File: src/rtl/memperf_pkg.sv
`timescale 1ns/1ps
package memperf_pkg;
    localparam int DATA_W  = 32;
    localparam int ADDR_W  = 6;
    localparam int SEL_W   = 8;
    localparam int EVT_N   = 1 << SEL_W;
    localparam int OVF_BIT = 0;
    localparam int CLR_BIT = 1;
    localparam int EN_BIT  = 2;
    localparam int SEL_LSB = DATA_W - SEL_W;
    localparam logic [SEL_W-1:0] CYCLE_CODE = '0;

    typedef enum logic [1:0] {
        ST_HALT   = 2'd0,
        ST_RUN    = 2'd1,
        ST_FROZEN = 2'd2
    } bank_st_e;
endpackage

File: src/rtl/memperf_fsm.sv
`timescale 1ns/1ps
// Global run/freeze control paced by the cycle counter.
module memperf_fsm
    import memperf_pkg::*;
(
    input  logic clk,
    input  logic rst_n,
    input  logic wr0,
    input  logic wr0_en,
    input  logic wrap0,
    output logic run,
    output logic irq
);
    bank_st_e st_q, st_d;

    always_ff @(posedge clk) begin
        if (!rst_n) st_q <= ST_HALT;
        else        st_q <= st_d;
    end

    always_comb begin
        st_d = st_q;
        unique case (st_q)
            ST_HALT:   if (wr0 && wr0_en) st_d = ST_RUN;
            ST_RUN: begin
                if (wr0)        st_d = wr0_en ? ST_RUN : ST_HALT;
                else if (wrap0) st_d = ST_FROZEN;
            end
            ST_FROZEN: if (wr0) st_d = wr0_en ? ST_RUN : ST_HALT;
            default:   st_d = ST_HALT;
        endcase
    end

    always_comb begin
        run = 1'b0;
        irq = 1'b0;
        unique case (st_q)
            ST_RUN:    run = 1'b1;
            ST_FROZEN: irq = 1'b1;
            default:   ;
        endcase
    end
endmodule

File: src/rtl/memperf_ctr.sv
`timescale 1ns/1ps
// One counter slot: control fields, count, sticky overflow.
module memperf_ctr #(
    parameter int CNT_W = 32,
    parameter int SEL_W = 8
) (
    input  logic             clk,
    input  logic             rst_n,
    input  logic             wr,
    input  logic             wr_en,
    input  logic             wr_clr,
    input  logic [SEL_W-1:0] wr_sel,
    input  logic             hit,
    input  logic             run,
    output logic [CNT_W-1:0] count,
    output logic [SEL_W-1:0] sel,
    output logic             en,
    output logic             ovf,
    output logic             wrap
);
    logic inc;

    assign inc  = run & en & hit & ~wr;
    assign wrap = inc & (&count);

    always_ff @(posedge clk) begin
        if (!rst_n) begin
            count <= '0;
            sel   <= '0;
            en    <= 1'b0;
            ovf   <= 1'b0;
        end else if (wr) begin
            en  <= wr_en;
            sel <= wr_sel;
            ovf <= 1'b0;
            if (wr_clr) count <= '0;
        end else if (inc) begin
            count <= count + 1'b1;
            if (&count) ovf <= 1'b1;
        end
    end
endmodule

File: src/rtl/memperf_regdec.sv
`timescale 1ns/1ps
// Address decode: write strobes per slot and the read mux.
module memperf_regdec
    import memperf_pkg::*;
#(
    parameter int N_CTR = 4,
    parameter int CNT_W = 32
) (
    input  logic                          reg_wr,
    input  logic [ADDR_W-1:0]             reg_addr,
    input  logic [N_CTR-1:0][DATA_W-1:0]  ctrl_rd,
    input  logic [N_CTR-1:0][CNT_W-1:0]   cnt_rd,
    output logic [N_CTR-1:0]              wr_hit,
    output logic [DATA_W-1:0]             reg_rdata
);
    logic [1:0] slot;
    logic       slot_ok;
    logic       cnt_region;

    assign slot       = reg_addr[3:2];
    assign cnt_region = reg_addr[5];
    assign slot_ok    = (reg_addr[4] == 1'b0) && (reg_addr[1:0] == 2'b00)
                        && (int'(slot) < N_CTR);

    always_comb begin
        wr_hit    = '0;
        reg_rdata = '0;
        for (int i = 0; i < N_CTR; i++) begin
            if (slot_ok && int'(slot) == i) begin
                wr_hit[i] = reg_wr & ~cnt_region;
                reg_rdata = cnt_region ? DATA_W'(cnt_rd[i]) : ctrl_rd[i];
            end
        end
    end
endmodule

File: src/rtl/memperf_bank.sv
`timescale 1ns/1ps
// Performance counter bank top.
module memperf_bank
    import memperf_pkg::*;
#(
    parameter int N_CTR = 4,
    parameter int CNT_W = 32
) (
    input  logic              clk,
    input  logic              rst_n,
    input  logic              reg_wr,
    input  logic [ADDR_W-1:0] reg_addr,
    input  logic [DATA_W-1:0] reg_wdata,
    output logic [DATA_W-1:0] reg_rdata,
    input  logic [EVT_N-1:0]  evt_strobe,
    output logic              irq
);
    logic [N_CTR-1:0][SEL_W-1:0]  sel_q;
    logic [N_CTR-1:0][CNT_W-1:0]  cnt_all;
    logic [N_CTR-1:0][DATA_W-1:0] ctrl_rd;
    logic [N_CTR-1:0]             en_all, ovf_all, wrap_all, wr_hit, hit;
    logic                         run;
    logic                         wdata_unused;
    logic                         wrap_unused;

    assign wdata_unused = ^{reg_wdata[SEL_LSB-1:EN_BIT+1], reg_wdata[OVF_BIT]};
    assign wrap_unused  = ^wrap_all[N_CTR-1:1];

    memperf_regdec #(.N_CTR(N_CTR), .CNT_W(CNT_W)) u_dec (
        .reg_wr    (reg_wr),
        .reg_addr  (reg_addr),
        .ctrl_rd   (ctrl_rd),
        .cnt_rd    (cnt_all),
        .wr_hit    (wr_hit),
        .reg_rdata (reg_rdata)
    );

    memperf_fsm u_fsm (
        .clk    (clk),
        .rst_n  (rst_n),
        .wr0    (wr_hit[0]),
        .wr0_en (reg_wdata[EN_BIT]),
        .wrap0  (wrap_all[0]),
        .run    (run),
        .irq    (irq)
    );

    for (genvar g = 0; g < N_CTR; g++) begin : g_slot
        if (g == 0) begin : g_cyc
            assign hit[g] = (sel_q[g] == CYCLE_CODE);
        end else begin : g_evt
            assign hit[g] = (sel_q[g] != CYCLE_CODE) && evt_strobe[sel_q[g]];
        end

        assign ctrl_rd[g] = {sel_q[g], {(SEL_LSB-EN_BIT-1){1'b0}},
                             en_all[g], 1'b0, ovf_all[g]};

        memperf_ctr #(.CNT_W(CNT_W), .SEL_W(SEL_W)) u_ctr (
            .clk    (clk),
            .rst_n  (rst_n),
            .wr     (wr_hit[g]),
            .wr_en  (reg_wdata[EN_BIT]),
            .wr_clr (reg_wdata[CLR_BIT]),
            .wr_sel (reg_wdata[SEL_LSB +: SEL_W]),
            .hit    (hit[g]),
            .run    (run),
            .count  (cnt_all[g]),
            .sel    (sel_q[g]),
            .en     (en_all[g]),
            .ovf    (ovf_all[g]),
            .wrap   (wrap_all[g])
        );
    end
endmodule

File: config.mk
export PLATFORM = sky130hd
export DESIGN_NAME = memperf_bank
export DESIGN_NICKNAME = d
export VERILOG_FILES = /design/src/rtl/memperf_pkg.sv /design/src/rtl/memperf_fsm.sv /design/src/rtl/memperf_ctr.sv /design/src/rtl/memperf_regdec.sv /design/src/rtl/memperf_bank.sv
export SDC_FILE = /design/constraint.sdc
export NUM_CORES = 1
export LEC_CHECK = 0
export ABC_AREA = 1
export BUFFER_PORTS_ARGS = -buffer_cell sky130_fd_sc_hd__clkbuf_2
export CAP_MARGIN = 20
export CORE_UTILIZATION = 40
export DETAILED_ROUTE_END_ITERATION = 10
export SLEW_MARGIN = 10
export SYNTH_ARGS = -nofsm -noshare
export SYNTH_HDL_FRONTEND = slang
export SYNTH_SLANG_ARGS = --single-unit
File: constraint.sdc
create_clock -name clk -period 3.7 [get_ports clk]
set_input_delay 0.555 -clock clk [delete_from_list [all_inputs] [get_ports clk]]
set_output_delay 0.555 -clock clk [all_outputs]
set_load 0.03 [all_outputs]
==> results by group, run 1 <==
Status
  – Status: finished clean

Synth
  – Ys flop type: dfxtp_1
  – Sequential-to-total area share from yosys stat: 18.0%
  – Mapped Area: about 0.019 sq mm
  – Share of flip-flops with an asynchronous set or reset: 0%
  – Syn_nets: 3,738
  – Cells after Synth: 3,437
  – Number of synthesized flops with an enable pin: 0
  – Avg Synthesized Cell Area: approximately 5.5 sq um
  – Register bit total from synthesis: 170
  – Synth Warn #: 0
  – Distinct cells, synth: 54

Placed design
  – Placed cell area: 0.0205 sq mm
  – Pre-CTS WS: around 0.58 ns
  – IO buf count: 307
  – Dpl hpwl: 59,100 um
  – GPL Wtd Cong: about 1.0

STA
  – Final slew viol count: 0
  – Tightest Pin Transition: around 0.95 ns
  – Tcrit/Tclk final: 86.1%
  – Fin crit period: 3.18 ns
  – Final setup margin: between 0.5 and 0.6 ns
  – Unrepaired setup endpoints after global routing: false
  – Final hold vios: 0
  – Worst slew margin: between 30% and 40%
  – Worst Skew: 0.0111 ns
  – Highest Clock Rate: approximately 0.31 GHz
  – Total negative slack: 0 ns
  – Final setup viols: 0

Power
  – Total Power: 4.41 mW
  – Peak supply drop: roughly 320 uV
  – Cell Pwr Density: 209 mW/mm^2
  – LEAKAGE: between 8 and 9 nW

Drt
  – Routed length per instance: approximately 20 um
  – First-pass DRT Iterations: 6
  – Initial drt markers: between 2,000 and 3,000
  – Remaining DRCs: 0
  – Antenna-violating nets left: 0
  – DR vias/cell: ~5.7
  – Routed Wire Length: ~82,000 um
  – Via count: between 20,000 and 25,000

Clocking
  – Worst-Skew Late Latency: around 0.44 ns
  – Post_cts resized: 0
  – CTS Sinks: between 150 and 200
  – H-tree Lvls: 4
  – Clk slew on worst S/H paths: around 0.08 ns
  – CTS Buf Count: 17
  – CTS root buffer: clkbuf_16
  – CTS Hold Bufs: 0
  – Total setup buffers inserted after CTS: 0
  – CTS tree: done
  – Max Buffers Root-to-Sink: 2

Worst setup path
  – CP max stage cell: buf_12
  – Crit Path Class: flip-flop to flip-flop
  – CP Max Fanout: ~190
  – Setup crit start: g_slot[1].u_ctr.sel[0]
  – CP arrival: roughly 3.6 ns
  – Critical Path Sink Type: flip-flop
  – Worst Path Required: a little over 4 ns
  – Crit path cell chain: buf_12 -> nor2_1 -> nor2_1 -> nand2_1 -> a21oi_1 -> nor2_1 -> nand2_1 -> nand3_1 -> nand3_1 -> nand3_2 -> nand2_4 -> nand2_4 -> nand2_8 -> nand2_1 -> a21oi_1
  – Max stage delay on crit path: roughly 0.54 ns
  – CP startpoint kind: flip-flop
  – FF-to-FF Start: g_slot[1].u_ctr.sel[0]

Final layout
  – Fin area: about 0.021 sq mm
  – Final net count: 3,882
  – Most frequent cells in the layout: 967 x nand2_1, 492 x nand3_1, 333 x inv_1
  – Synth-to-layout area growth: 11.8%
  – Fillers: between 5,000 and 6,000
  – Commonest non-fill, non-tap cell in the layout: nand2_1
  – Layout cell share with drive strength beyond 1: a little over an eighth

Floorplanning
  – Core Rows: between 70 and 80
  – I/O Pins: 330
  – Initial core utilization: about two fifths
  – Placeable Area: 0.0466 sq mm
  – DIE WIDTH: 219 um
  – Die area: between 0.04 and 0.05 sq mm
  – Die height: approximately 220 um

Global route
  – Initial antenna violation count: 13
  – First-pass GRT wire length: between 100,000 and 150,000 um
  – Congestion Overflow GR: 0
  – All-layer global routing usage: between 30 and 40%
  – Vias in the first global route: about 21,000
  – Pin count of the biggest net entering global routing: a little under 200

Run
  – Max Cap Viol: 0

Min path
  – Hold Crit Class: flip-flop to flip-flop
  – Hold path start: g_slot[2].u_ctr.ovf
[flip-flops by register name (all words and copies together) (netlist names)]
| name | flops |
|---|---|
| u_fsm.st_q | 2 |
| g_slot.u_ctr.ovf | 4 |
| g_slot.u_ctr.en | 4 |
| g_slot.u_ctr.count | 128 |
| g_slot.u_ctr.sel | 32 |
[worst max-delay path: cells and delay by family, from the launching register on]
| family | cells | cell delay (ns) |
|---|---|---|
| AND/OR/NAND/NOR | 12 | 1.68 |
| AO/OA/AOI/OAI | 2 | 0.29 |
| flip-flops | 1 | 0.37 |
| buffers and inverters | 1 | 0.54 |
[per-layer routing]
metal	wire (um)	global-route usage [%]	up-vias
li1	-	-	11684
met1	34300	44.6	10773
met2	35600	51.4	1303
met3	8140	5.99	222
met4	3750	15.6	16
met5	102	0	-
[kinds of logic after synthesis]
group | after synthesis | share of synthesized area (%)
AND/OR/NAND/NOR | 1890 | 43.1
XOR/XNOR | 74 | 3.44
AO/OA/AOI/OAI | 708 | 21.4
buffers and inverters | 591 | 13.8
flip-flops | 170 | 18.0
adder cells (fa/ha/maj) | 4 | 0.265
[where the power goes]
part | switching, mW | internal, mW
Sequential | 0.00499 | 1.83
Combinational | 0.491 | 0.258
Clock | 0.825 | 1.01
Total | 1.32 | 3.09
[cell usage after synthesis (2+ instances only)]
cell type  instances  area [sq um]
a21boi_1           2          15.0
nor4_1            14          87.6
nand3_2            2          20.0
inv_1            334          1250
clkinv_1           2          7.51
buf_8              2          30.0
dfxtp_1          170          3400
or2_2              5          31.3
nand2_2           13          81.3
nand4_1           31           194
nand3_1          492          2460
o22ai_1            3          18.8
o21ai_0          185           926
nor2_4             3          33.8
a311oi_2           2          30.0
nor2_1           269          1010
nor3_2             3          30.0
nand2_4            5          56.3
nor3b_1            4          30.0
nand2_1          967          3630
xor2_1            54           473
a31oi_1           20           125
o211ai_2           3          37.5
buf_4             32           240
o311ai_0          18           158
buf_6             17           191
a21oi_2           10          87.6
ha_1               4          50.1
inv_2             16          60.1
o211ai_1         107           803
a211oi_1           3          22.5
clkbuf_1          93           349
nand3b_1           2          15.0
a21oi_1          308          1540
buf_1              8          30.0
o21a_1             4          30.0
xnor2_1           20           175
o21ai_1           35           175
nor3_1            69           345
buf_2             86           430
nor2_2             7          43.8
[through the flow]
stage	std cells	utilization, %	hold WS [ns]
global placement	4169	44.0	0.440
finish	4206	45.3	0.449
global route	4206	45.3	0.473
CTS	4201	45.3	0.447
detailed placement	4169	44.0	0.436
floorplan	3437	-	0.427
[path summary, 6_finish.rpt]
kind | end | slack (ns) | cells after the start
max reg2reg | g_slot[1].u_ctr.count[7] | 0.52 | 15
max | g_slot[1].u_ctr.count[7] | 0.52 | 15
min | g_slot[2].u_ctr.ovf | 0.45 | 2
min reg2reg | g_slot[2].u_ctr.ovf | 0.45 | 2
[cell type report]
class                   count  area, sq um  area share [%]
diodes                      5         12.5          0.0593
clock buffers              17          425            2.02
repair buffers            363         2100            9.94
multi-input cells        2676        12900            61.1
clock inverters            15          166           0.789
well taps                 607          759            3.60
inverters                 353         1330            6.29
flip-flops and latches    170         3430            16.2
Note: power is estimated with default switching activity, not from simulation.
==> run 2: changes to the inputs <==
CELL_PAD_IN_SITES_DETAIL_PLACEMENT = 0   (was unset)
CELL_PAD_IN_SITES_GLOBAL_PLACEMENT = 1   (was unset)
PLACE_DENSITY_LB_ADDON = 0.1   (was unset)
==> results by group, run 2 (same netlist as run 1, synthesis figures left out) <==
STA
  – Unrepaired setup endpoints after global routing: false
  – Total negative slack: 0 ns (unchanged)
  – Worst slew margin: 23.5% (-13 points)
  – Final hold vios: 0 (unchanged)
  – Tcrit/Tclk final: 88.0% (+1.9 points)
  – Final setup viols: 0 (unchanged)
  – Tightest Pin Transition: 1.14 ns (+0.193 ns)
  – Fin crit period: 3.25 ns (+0.0704 ns)
  – Final slew viol count: 0 (unchanged)
  – Worst Skew: 0.0134 ns (+0.00231 ns)
  – Highest Clock Rate: 0.307 GHz (-2.2%)

Clocking
  – H-tree Lvls: 4 (unchanged)
  – Worst-Skew Late Latency: 0.46 ns (+0.02 ns)
  – CTS Sinks: 170 (unchanged)
  – Total setup buffers inserted after CTS: 0 (unchanged)
  – Clk slew on worst S/H paths: 0.08 ns (about the same)
  – CTS tree: done
  – CTS Buf Count: 17 (unchanged)
  – CTS Hold Bufs: 0 (unchanged)
  – Post_cts resized: 0 (unchanged)
  – Max Buffers Root-to-Sink: 2 (unchanged)
  – CTS root buffer: clkbuf_16

Drt
  – DR WL met2: 38,400 um (+8.0%)
  – Remaining DRCs: 0 (unchanged)
  – Initial drt markers: 2,608 (-10%)
  – Routed length on met3: 6350 um (-22%)
  – Routed Wire Length: 85,100 um (+3.9%)
  – M1 WL: 36,200 um (+5.4%)
  – Via count: 24,073 (+0.31%)
  – First-pass DRT Iterations: 6 (unchanged)
  – Routed length per instance: 20.2 um (+3.7%)
  – Max layer used: met5
  – DR vias/cell: 5.71 (+0.15%)
  – Antenna-violating nets left: 0 (unchanged)

Floorplanning
  – DIE WIDTH: 219 um (unchanged)
  – I/O Pins: 330 (unchanged)
  – Initial core utilization: 40.5% (unchanged)
  – Die height: 219 um (unchanged)
  – Placeable Area: 0.0466 sq mm (unchanged)
  – Die area: 0.0480 sq mm (unchanged)
  – Core Rows: 79 (unchanged)

Final layout
  – Most frequent cells in the layout: 967 x nand2_1, 492 x nand3_1, 333 x inv_1
  – Register area: 0.00343 sq mm (unchanged)
  – Area of the multi-input gates: 0.0129 sq mm (unchanged)
  – Max reg flops: 128 (unchanged)
  – Final net count: 3,889 (+0.18%)
  – Fillers: 5,159 (-1.2%)
  – Commonest non-fill, non-tap cell in the layout: nand2_1
  – Layout cell share with drive strength beyond 1: 13.5% (+0.14 points)
  – Largest regs: g_slot.u_ctr.count x128, g_slot.u_ctr.sel x32
  – Synth-to-layout area growth: 12.2%
  – Post-Layout Cell Count: 4,213 (+0.17%)
  – Most flops, register: g_slot.u_ctr.count

Power
  – Net switching fraction of the power: 31.3% (+1.3 points)
  – Combinational share of power: 17.3% (+0.3 points)
  – Internal: 3.03 mW (-1.8%)
  – LEAKAGE: 8.77 nW (+0.70%)
  – Net switching power figure: 1.38 mW (+4.4%)
  – Power share of the clock group: 41.1% (-0.4 points)
  – Peak supply drop: 338 uV (+6.0%)
  – Cell Pwr Density: 208 mW/mm^2 (-0.34%)
  – Reg power frac: 41.5% (about the same)

Global route
  – Vias in the first global route: 21,707 (+2.1%)
  – First-pass GRT wire length: 128,000 um (+2.7%)
  – Initial antenna violation count: 6 (-7)
  – Congestion Overflow GR: 0 (unchanged)
  – All-layer global routing usage: 34.4% (+1.2 points)
  – Pin count of the biggest net entering global routing: 194 (-2.0%)

Worst setup path
  – Critical Path Sink Type: flip-flop
  – Crit Path Class: flip-flop to flip-flop
  – Worst Path Required: 4.02 ns (-0.05 ns)
  – CP max stage cell: dfxtp_4
  – CP arrival: 3.58 ns (+0.03 ns)
  – Crit path cell chain: buf_12 -> nand2_1 -> nand3_1 -> nand2_1 -> nand2_1 -> nand2_1 -> inv_1 -> nand2_1 -> nand2_1 -> nand2_1 -> nor2_1 -> nand2_1 -> nand3_1 -> nand2_2 -> nand2_4 -> nand2_4 -> nand2_1 -> a21oi_1
  – Max stage delay on crit path: 0.72 ns (+0.18 ns)
  – CP startpoint kind: flip-flop
  – Most frequent CP cell: nand2_1
  – CP Max Fanout: 52 (-73%)

Min path
  – Hold Crit Class: primary input to flip-flop

Status
  – Status: finished clean

Placed design
  – GPL Wtd Cong: 0.932 (-6.4%)
  – Dpl hpwl: 60,700 um (+2.8%)
  – Placed Cells: 4,176 (+0.17%)
  – IO buf count: 307 (unchanged)

Run
  – Max Cap Viol: 0 (unchanged)
==> run 2: cell count changes in the layout (fill, tap and decap cells not counted) <==
cell	before	now
buf_12	11	15
buf_4	46	49
clkbuf_1	0	1
bufinv_16	2	1
clkinvlp_4	6	2
inv_8	0	2
clkinv_2	0	2
==> run 2: through the flow <==
step | worst slack, ns | instance area (sq um) | total power [mW] | hold WS (ns) | utilization (%)
final | 0.445 | 21200 | 4.41 | 0.423 | 45.5
after global routing | 0.131 | 21200 | 4.58 | 0.425 | 45.5
after CTS | 0.451 | 21200 | 4.43 | 0.409 | 45.4
after detailed placement | 0.483 | 20600 | 2.62 | 0.444 | 44.2
after global placement | 0.510 | 20600 | 2.61 | 0.440 | 44.2
after floorplan | 0.451 | 18900 | 2.27 | 0.427 | -
==> run 2: worst paths after layout <==
check | endpoint | slack, ns | depth (start not counted) | from
max | g_slot[2].u_ctr.count[27] | 0.45 | 18 | g_slot[2].u_ctr.sel[0]
min | g_slot[2].u_ctr.sel[5] | 0.42 | 3 | reg_wdata[29]
max reg2reg | g_slot[2].u_ctr.count[27] | 0.45 | 18 | g_slot[2].u_ctr.sel[0]
min reg2reg | g_slot[2].u_ctr.ovf | 0.46 | 2 | g_slot[2].u_ctr.ovf
==> run 2: power groups by stage <==
stage	Combinational (mW)	Clock (mW)	Sequential (mW)
after detailed placement	0.746	0	1.88
after global placement	0.737	0	1.87
after CTS	0.750	1.84	1.83
after floorplan	0.391	0	1.88
after global routing	0.835	1.91	1.83
final	0.765	1.82	1.83
==> run 2: layout make-up <==
| type | count | area share (%) |
|---|---|---|
| tap | 607 | 3.59 |
| antenna | 5 | 0.0591 |
| multi-input combinational | 2676 | 60.8 |
| inverter | 353 | 6.27 |
| clock buffer | 18 | 2.03 |
| timing repair buffer | 370 | 10.4 |
| clock inverter | 14 | 0.656 |
| sequential | 170 | 16.2 |
==> run 2: worst max-delay path: cells and delay by family (launching register included) <==
kind	cells	cell delay, ns
DFF	1	0.72
AOI/OAI and AO/OA	1	0.07
and+or+nand+nor	15	1.89
buffers and inverters	2	0.36
==> run 2: layer usage <==
layer,vias to the layer above,track usage [%]
li1,11687,-
met1,11002,44.9
met2,1156,55.8
met3,224,4.02
met4,4,17.4
met5,-,0
